## config.mk

```make
export PLATFORM = sky130hd
export DESIGN_NAME = mdio_master
export DESIGN_NICKNAME = d
export VERILOG_FILES = /design/src/rtl/mdio_pkg.sv /design/src/rtl/mdio_clkgen.sv /design/src/rtl/mdio_frame_seq.sv /design/src/rtl/mdio_master.sv
export SDC_FILE = /design/constraint.sdc
export NUM_CORES = 1
export LEC_CHECK = 0
export BUFFER_PORTS_ARGS = -buffer_cell sky130_fd_sc_hd__buf_2
export CAP_MARGIN = 0
export CORE_AREA = 2 2 82 84
export DETAILED_ROUTE_END_ITERATION = 16
export DIE_AREA = 0 0 84 86
export PLACE_DENSITY = 0.78
export SETUP_SLACK_MARGIN = 0.4
export SLEW_MARGIN = 20
export SYNTH_ARGS = -nofsm -noshare
export SYNTH_HDL_FRONTEND = slang
export SYNTH_SLANG_ARGS = --single-unit
```

## constraint.sdc

```tcl
create_clock -name clk -period 2.43 [get_ports clk]
set_input_delay 0.486 -clock clk [delete_from_list [all_inputs] [get_ports clk]]
set_output_delay 0.486 -clock clk [all_outputs]
set_load 0.005 [all_outputs]
```

## src/rtl/mdio_pkg.sv

```systemverilog
package mdio_pkg;
  localparam int FRAME_BITS = 64;
  localparam int PRE_BITS   = 32;
  localparam int TA_POS     = 46;
  localparam int DATA_POS   = 48;
  localparam int IDX_W      = $clog2(FRAME_BITS);

  localparam int GO_BIT   = 31;
  localparam int DEV_LSB  = 25;
  localparam int PORT_LSB = 20;
  localparam int OP_LSB   = 18;
  localparam int ST_LSB   = 16;

  typedef enum logic [1:0] {
    OP_C45_ADDR = 2'd0,
    OP_WRITE    = 2'd1,
    OP_C22_READ = 2'd2,
    OP_C45_READ = 2'd3
  } mdio_op_e;
endpackage

```

## src/rtl/mdio_clkgen.sv

```systemverilog
module mdio_clkgen #(
  parameter int DIV_W = 8
) (
  input  logic             clk,
  input  logic             rst_n,
  input  logic             run,
  input  logic [DIV_W-1:0] half,
  output logic             mdc,
  output logic             rise_tick,
  output logic             fall_tick
);
  logic [DIV_W-1:0] cnt_q, cnt_d;
  logic             mdc_q, mdc_d;
  logic             wrap;

  assign wrap      = run && (cnt_q == half);
  assign rise_tick = wrap && !mdc_q;
  assign fall_tick = wrap && mdc_q;
  assign mdc       = mdc_q;

  always_comb begin
    cnt_d = cnt_q;
    mdc_d = mdc_q;
    if (!run) begin
      cnt_d = '0;
      mdc_d = 1'b0;
    end else if (wrap) begin
      cnt_d = '0;
      mdc_d = !mdc_q;
    end else begin
      cnt_d = cnt_q + 1'b1;
    end
  end

  always_ff @(posedge clk or negedge rst_n) begin
    if (!rst_n) begin
      cnt_q <= '0;
      mdc_q <= 1'b0;
    end else begin
      cnt_q <= cnt_d;
      mdc_q <= mdc_d;
    end
  end
endmodule

```

## src/rtl/mdio_frame_seq.sv

```systemverilog
module mdio_frame_seq
  import mdio_pkg::*;
(
  input  logic                  clk,
  input  logic                  rst_n,
  input  logic                  start,
  input  logic [FRAME_BITS-1:0] frame,
  input  logic                  rd_frame,
  input  logic                  rise_tick,
  input  logic                  fall_tick,
  input  logic                  mdio_i,
  output logic                  mdio_o,
  output logic                  mdio_oe,
  output logic                  done,
  output logic [15:0]           rd_data
);
  localparam logic [IDX_W-1:0] LAST_IDX = IDX_W'(FRAME_BITS - 1);
  localparam logic [IDX_W-1:0] TA_IDX   = IDX_W'(TA_POS);
  localparam logic [IDX_W-1:0] DATA_IDX = IDX_W'(DATA_POS);

  logic             active_q, active_d;
  logic [IDX_W-1:0] idx_q, idx_d, nxt;
  logic             fall_d_q;
  logic             out_q, out_d;
  logic             oe_q, oe_d;
  logic [15:0]      sh_q, sh_d;
  logic             adv_en, smp_en;

  assign nxt     = idx_q + 1'b1;
  assign adv_en  = active_q && fall_d_q;
  assign smp_en  = active_q && rise_tick && (idx_q >= DATA_IDX);
  assign done    = adv_en && (idx_q == LAST_IDX);
  assign mdio_o  = out_q;
  assign mdio_oe = oe_q;
  assign rd_data = sh_q;

  always_comb begin
    active_d = active_q;
    idx_d    = idx_q;
    out_d    = out_q;
    oe_d     = oe_q;
    sh_d     = sh_q;
    if (start) begin
      active_d = 1'b1;
      idx_d    = '0;
      out_d    = 1'b1;
      oe_d     = 1'b1;
    end else if (adv_en) begin
      if (idx_q == LAST_IDX) begin
        active_d = 1'b0;
        out_d    = 1'b1;
        oe_d     = 1'b0;
      end else begin
        idx_d = nxt;
        oe_d  = !(rd_frame && (nxt >= TA_IDX));
        out_d = oe_d ? frame[LAST_IDX - nxt] : 1'b1;
      end
    end
    if (smp_en) begin
      sh_d = {sh_q[14:0], mdio_i};
    end
  end

  always_ff @(posedge clk or negedge rst_n) begin
    if (!rst_n) begin
      active_q <= 1'b0;
      idx_q    <= '0;
      fall_d_q <= 1'b0;
      out_q    <= 1'b1;
      oe_q     <= 1'b0;
      sh_q     <= '0;
    end else begin
      active_q <= active_d;
      idx_q    <= idx_d;
      fall_d_q <= fall_tick;
      out_q    <= out_d;
      oe_q     <= oe_d;
      sh_q     <= sh_d;
    end
  end
endmodule

```

## src/rtl/mdio_master.sv

```systemverilog
module mdio_master
  import mdio_pkg::*;
#(
  parameter int DIV_W = 8
) (
  input  logic             clk,
  input  logic             rst_n,
  input  logic [DIV_W-1:0] mdc_half,
  input  logic             cmd_wr,
  input  logic [31:0]      cmd_wdata,
  output logic [31:0]      cmd_rdata,
  output logic             busy,
  output logic             mdc,
  output logic             mdio_o,
  output logic             mdio_oe,
  input  logic             mdio_i
);
  logic [1:0]            rst_sync_q;
  logic                  rst_int_n;
  logic [31:0]           cmd_q, cmd_d;
  logic                  accept, start, done, rise_tick, fall_tick, rd_frame;
  logic [15:0]           rd_data;
  logic [FRAME_BITS-1:0] frame;

  always_ff @(posedge clk or negedge rst_n) begin
    if (!rst_n) rst_sync_q <= 2'b00;
    else        rst_sync_q <= {rst_sync_q[0], 1'b1};
  end
  assign rst_int_n = rst_sync_q[1];

  assign busy      = cmd_q[GO_BIT];
  assign cmd_rdata = cmd_q;
  assign accept    = cmd_wr && !busy;
  assign start     = accept && cmd_wdata[GO_BIT];
  assign rd_frame  = cmd_q[OP_LSB+1];

  assign frame = {{PRE_BITS{1'b1}},
                  cmd_q[ST_LSB +: 2], cmd_q[OP_LSB +: 2],
                  cmd_q[PORT_LSB +: 5], cmd_q[DEV_LSB +: 5],
                  2'b10, cmd_q[15:0]};

  always_comb begin
    cmd_d = cmd_q;
    if (accept) begin
      cmd_d = cmd_wdata;
    end else if (done) begin
      cmd_d[GO_BIT] = 1'b0;
      if (rd_frame) cmd_d[15:0] = rd_data;
    end
  end

  always_ff @(posedge clk or negedge rst_int_n) begin
    if (!rst_int_n) cmd_q <= '0;
    else            cmd_q <= cmd_d;
  end

  mdio_clkgen #(.DIV_W(DIV_W)) u_clkgen (
    .clk       (clk),
    .rst_n     (rst_int_n),
    .run       (busy),
    .half      (mdc_half),
    .mdc       (mdc),
    .rise_tick (rise_tick),
    .fall_tick (fall_tick)
  );

  mdio_frame_seq u_seq (
    .clk       (clk),
    .rst_n     (rst_int_n),
    .start     (start),
    .frame     (frame),
    .rd_frame  (rd_frame),
    .rise_tick (rise_tick),
    .fall_tick (fall_tick),
    .mdio_i    (mdio_i),
    .mdio_o    (mdio_o),
    .mdio_oe   (mdio_oe),
    .done      (done),
    .rd_data   (rd_data)
  );
endmodule

```

==> impl_metrics.tcl, run 1 <==
set metrics [dict create \
    status "completed" \
    async_flop_share_pct 100 \
    dr_total_vias 2319 \
    via_per_inst 5.37 \
    grt_usage_pct 20.5 \
    synth_area_um2 3280 \
    final_cell_area_um2 4060 \
    report.power.total_mw 3.64 \
    skew_ns 0.00874 \
    timing.hold.ws_ns 0.291 \
    power_leakage_nw 1.92 \
    cts_root_buf "clkbuf_8" \
    slowest_stage "mux4_1" \
    wl_per_cell_um 16.0 \
    io-pin-count 80 \
    synth-main-ff-cell "dfrtp_1" \
    coreArea_um2 6280 \
    p_seq_share_pct 44.6 \
    hold_viol 0 \
    num_rows 29 \
    drv_slew 0 \
    critPathKind "reg2reg" \
    clk_latency_ns 0.35 \
    ir_drop_uv 551 \
    grt_start_max_net_pins 33 \
    critPathMaxFanout 5 \
    synth_warnings 0 \
    first_global_vias 2384 \
    die-width_um 84 \
    dr.pass1.iters 4 \
    p_per_area_nw_per_um2 898 \
    place_area_um2 3770 \
    setup_violations 0 \
    cts_tree "yes" \
    synth-edff-count 0 \
    dp_cells 414 \
    syn_nets 308 \
    pwr-share-clk_pct 30.8 \
    yosysSeqAreaShare_pct 52.7 \
    globalplace.congestion 0.809 \
    critPathCaptureType "register" \
    path_clk_slew_ns 0.08 \
    worst_path_dominant_cell_family "multiplexers" \
    grt_pass1_wl_mm 11.4 \
    path_cells "buf_4 > ha_4 > xor2_2 > mux4_1 > nand2b_1 > nand2_1 > a21oi_1" \
    max_stage_delay_ns 0.61 \
    fillerInstances 505 \
    area_growth_pct 23.7 \
    drt-initial-drc-count 111 \
    ys_seq_elements 69 \
    final.period_utilization_pct 81.7 \
    drv_cap 0 \
    critPathBufInv 1 \
    switching_share_pct 28.9 \
    relSlewSlack_pct 58.1 \
    ant_nets 0 \
    antenna_found_initial 0 \
    place_ws_ns 0.307 \
    netlist_instances 262 \
    required_ns 2.71 \
    portBuffers 79 \
    routed_wirelength_mm 6.90 \
    synth.avg_cell_area_um2 12.5 \
    clock_path_buffers 2 \
    cts-buffers-inserted 9 \
    p_int_mw 2.59 \
    utilization_pct 64.6 \
    num_antenna_cells 0 \
    start_util_pct 52.2 \
    num-nets-final 396 \
    switchingPower_mw 1.05 \
    cts-htree-levels 3 \
    dieArea_um2 7220 \
    drive_above_1_share_pct 40.0 \
    fmax_mhz 504 \
    fin_crit_ns 1.99 \
    cts.sinks 69 \
    rsz0062_at_grt "no" \
    hp-class "reg2async" \
    worst_pin_slew_ns 0.629 \
    worstSetupStartpointType "register" \
    drcViolationCount 0 \
    dp_hpwl_mm 5.07 \
    p_comb_share_pct 24.6 \
    tns_ns 0 \
    fin_cells 432 \
    fin_ws_ns 0.444 \
    cp.arrival_ns 2.26 \
    grt_overflow 0 \
    die_height_um 86 \
    netlist-cell-type-count 39 \
]
[kinds of logic after synthesis]
kind of cell / after synthesis / synth area share, %
adder cells (fa/ha/maj): 2 / 0.763
AND/OR/NAND/NOR: 64 / 9.08
flip-flops: 69 / 52.7
buffers and inverters: 14 / 2.48
multiplexers: 61 / 23.3
other: 1 / 0.114
XOR/XNOR: 24 / 6.64
AO/OA/AOI/OAI: 27 / 4.96
[cell type report]
| class | count | area [um2] | share of cell area (%) |
|---|---|---|---|
| clock buffer | 10 | 128 | 3.15 |
| sequential | 69 | 1730 | 42.6 |
| timing repair buffer | 90 | 484 | 11.9 |
| clock inverter | 6 | 113 | 2.78 |
| multi-input combinational | 179 | 1500 | 37.0 |
| inverter | 1 | 3.75 | 0.0926 |
| tap | 77 | 96.3 | 2.38 |
[worst paths after layout]
| check | start | to | slack [ns] | cells past startpoint |
|---|---|---|---|---|
| hold / removal | rst_sync_q[1] | cmd_rdata[3] | 0.29 | 0 |
| min in group clk | rst_sync_q[0] | rst_sync_q[1] | 0.36 | 0 |
| setup / recovery | u_seq.idx_q[0] | u_seq.mdio_o | 0.44 | 7 |
| setup reg to reg | u_seq.idx_q[0] | u_seq.mdio_o | 0.44 | 7 |
| max in group asynchronous | rst_sync_q[1] | cmd_rdata[28] | 1.40 | 1 |
| hold reg to reg | rst_sync_q[1] | cmd_rdata[3] | 0.29 | 0 |
[layer usage]
metal  up-vias  routed length [um]  GRT usage (%)
met4         0                 138           7.33
li1       1097                   -              -
met5         -                   0              0
met1      1150                2890           25.7
met3        15                 322           6.54
met2        57                3550           34.0
[sequential cells by signal (all words and copies together), names as in the netlist, 2 cells and up]
name / count
u_seq.rd_data: 16
u_seq.idx_q: 6
u_clkgen.cnt_q: 8
rst_sync_q: 2
cmd_rdata: 32
[layout by cell type (no fill, tap or decap), types with 3 or more instances in the layout]
cell type and instances:
clkbuf_8 9, dfrtp_1 67, o21ai_0 16, buf_2 79, clkinvlp_4 3, nand2_1 24, mux2i_1 23, mux2_2 29
mux4_1 7, and3_1 5, xor2_1 7, buf_4 9, nand3_1 4, bufinv_16 3, nand2b_1 4, nor2_1 17
xnor2_1 16
[cell usage after synthesis (2+ instances only)]
library cell   n  area share, %
mux2i_1       23            7.0
mux2_1         2           0.69
ha_1           2           0.76
a21oi_1        3           0.46
and3_1         5           0.95
nand2_1       24            2.7
nand3_1        4           0.61
mux2_2        29             10
mux4_1         7            5.6
xor2_1         7            1.9
nand2b_1       4           0.76
nor2_1        17            1.9
a21o_1         2           0.46
buf_2          3           0.46
o21ai_0       16            2.4
dfrtp_1       68             52
clkbuf_1       6           0.69
nand4_1        2           0.38
and2_1         2           0.38
buf_4          2           0.46
xnor2_1       16            4.3
[power by group through the flow]
stage / logic (mW) / clock network, mW / registers [mW]
floorplan: 0.566 / 0 / 1.60
global placement: 0.854 / 0 / 1.64
detailed placement: 0.887 / 0 / 1.64
CTS: 0.892 / 1.14 / 1.62
global route: 0.992 / 1.20 / 1.66
finish: 0.897 / 1.12 / 1.62
[timing repair]
item / in CTS / in global routing
hold endpoints to repair: 2 / 0
gates resized for setup: 0 / 3
buffers inserted: 0 / 1
setup endpoints to repair: 0 / 17
hold buffers: 1 / 0
(Power assumes the default switching activity.)
==> run 2: changes to the inputs <==
--- a/config.mk
+++ b/config.mk
@@ -7,10 +7,10 @@
 export LEC_CHECK = 0
 export BUFFER_PORTS_ARGS = -buffer_cell sky130_fd_sc_hd__buf_2
 export CAP_MARGIN = 0
-export CORE_AREA = 2 2 82 84
+export CORE_AREA = 2 2 86 88
 export DETAILED_ROUTE_END_ITERATION = 16
-export DIE_AREA = 0 0 84 86
-export PLACE_DENSITY = 0.78
+export DIE_AREA = 0 0 88 90
+export PLACE_DENSITY = 0.74
 export SETUP_SLACK_MARGIN = 0.4
 export SLEW_MARGIN = 20
 export SYNTH_ARGS = -nofsm -noshare
==> constraint.sdc (replaced) <==
create_clock -name clk -period 1.8 [get_ports clk]
set_input_delay 0.36 -clock clk [delete_from_list [all_inputs] [get_ports clk]]
set_output_delay 0.36 -clock clk [all_outputs]
set_load 0.005 [all_outputs]
==> impl_metrics.tcl, run 2 (same netlist as run 1, synthesis figures left out) <==
set metrics [dict create \
    status "finished with violations" \
    violations "setup timing" \
    met1_usage_pct 27.0 \
    portBuffers 79 \
    dr_total_vias 2493 \
    dr.pass1.iters 4 \
    most-common-layout-cells "buf_2 (79), dfrtp_1 (63), mux2i_1 (23)" \
    ir_drop_uv 635 \
    via_per_inst 5.23 \
    p_per_area_nw_per_um2 1070 \
    worstSetupStartpointType "register" \
    routed_wirelength_mm 8.20 \
    grt_start_max_net_pins 38 \
    fin_ws_ns -0.0641 \
    rsz0062_at_grt "yes" \
    hp-class "reg2async" \
    power_leakage_nw 2.21 \
    antenna_found_initial 0 \
    final.period_utilization_pct 104 \
    grt_usage_pct 21.0 \
    num-nets-final 419 \
    clock_path_buffers 2 \
    num_antenna_cells 0 \
    wl_per_cell_um 17.2 \
    die_height_um 90 \
    first_global_vias 2527 \
    path_clk_slew_ns 0.08 \
    cts-buffers-inserted 9 \
    ant_nets 0 \
    grt_overflow 0 \
    slowest_stage "dfrtp_1" \
    skew_ns 0.00786 \
    busiest_layer "met2" \
    fmax_mhz 536 \
    coreArea_um2 7020 \
    clk_latency_ns 0.35 \
    critPathCaptureType "register" \
    cp.arrival_ns 2.13 \
    cts_tree "yes" \
    largest_reg_flops 32 \
    cts-htree-levels 3 \
    globalplace.congestion 0.811 \
    drive_above_1_share_pct 57.4 \
    critPathBufInv 1 \
    critPathKind "reg2reg" \
    cts_root_buf "clkbuf_8" \
    critPathMaxFanout 5 \
    worst_path_dominant_cell_family "multiplexers" \
    dp_hpwl_mm 5.14 \
    report.power.total_mw 5.01 \
    dieArea_um2 7920 \
    use_met2_pct 33.4 \
    drcViolationCount 0 \
    drv_cap 0 \
    place_ws_ns -0.0700 \
    required_ns 2.07 \
    area_growth_pct 43.3 \
    place_area_um2 3960 \
    grt_pass1_wl_mm 12.7 \
    fin_crit_ns 1.86 \
    cts.sinks 69 \
    crit_top_cell "mux2i_1" \
    fillerInstances 500 \
    num_rows 31 \
    drv_slew 0 \
    hold_viol 0 \
    io-pin-count 80 \
    path_cells "buf_6 > ha_4 > mux4_1 > mux2i_1 > mux2i_1 > a2111oi_2 > a21oi_1" \
    drt-initial-drc-count 123 \
    use_met3_pct 5.88 \
    max_stage_delay_ns 0.40 \
    start_util_pct 46.7 \
    final_common_cell "buf_2" \
    setup_violations 1 \
    final_cell_area_um2 4700 \
    die-width_um 88 \
]
-- run 2: changes by cell type in the layout (fill, tap and decap cells not counted), moves of 7 or more --
cell,previous run,this run
buf_6,1,8
o21ai_0,16,0
nand2_1,24,4
mux2_4,0,16
nand2_2,0,10
mux2_2,29,15
o21ai_2,0,12
nand2_4,0,10
buf_4,9,16
-- run 2: layer usage --
metal	vias up	wire length, um
met5	-	0
met4	0	157
met3	15	456
met2	68	4210
met1	1264	3370
li1	1146	-
-- run 2: area by class of cell --
cell class                 count  area [um2]  share of cell area [%]
clock buffer                  12         155                    3.30
inverter                       1        3.75                  0.0799
timing repair buffer         113         813                    17.3
multi-input combinational    179        1820                    38.8
clock inverter                 4        47.5                    1.01
sequential                    69        1730                    36.9
tap                           99         124                    2.64
-- run 2: what timing repair did --
action | 4_1_cts | 5_1_grt
hold buffers | 1 | 0
cloned | 3 | 1
setup buffers | 6 | 8
hold endpoints to repair | 2 | 0
gates resized for setup | 64 | 38
pin swaps | 30 | 14
endpoints found under the setup margin | 59 | 43
-- run 2: worst paths after layout --
check / start / to / slack, ns / cells after the start
max: u_seq.idx_q[0] / u_seq.mdio_o / -0.06 / 7
min: rst_sync_q[1] / u_seq.rd_data[0] / 0.23 / 0
max reg2reg: u_seq.idx_q[0] / u_seq.mdio_o / -0.06 / 7
min reg2reg: rst_sync_q[1] / u_seq.rd_data[0] / 0.23 / 0
max in group asynchronous: rst_sync_q[1] / u_seq.mdio_o / 0.95 / 1
min in group clk: cmd_wdata[22] / cmd_rdata[22] / 0.24 / 2
-- run 2: report_power, final --
group | internal, mW | switching [mW] | total (mW) | leakage [nW]
combinational | 0.878 | 0.596 | 1.47 | 1.22
sequential | 1.87 | 0.356 | 2.23 | 0.887
clock | 0.712 | 0.593 | 1.30 | 0.102
total | 3.46 | 1.54 | 5.01 | 2.21
-- run 2: through the flow --
stage / hold WS (ns) / util, % / setup TNS (ns) / cells
finish: 0.227 / 67.0 / -0.0641 / 477
global route: 0.227 / 67.0 / -0.421 / 477
floorplan: 0.0644 / - / 0 / 262
CTS: 0.227 / 63.5 / -0.0914 / 468
detailed placement: 0.146 / 56.3 / -0.0700 / 442
global placement: 0.146 / 56.3 / -0.0273 / 442
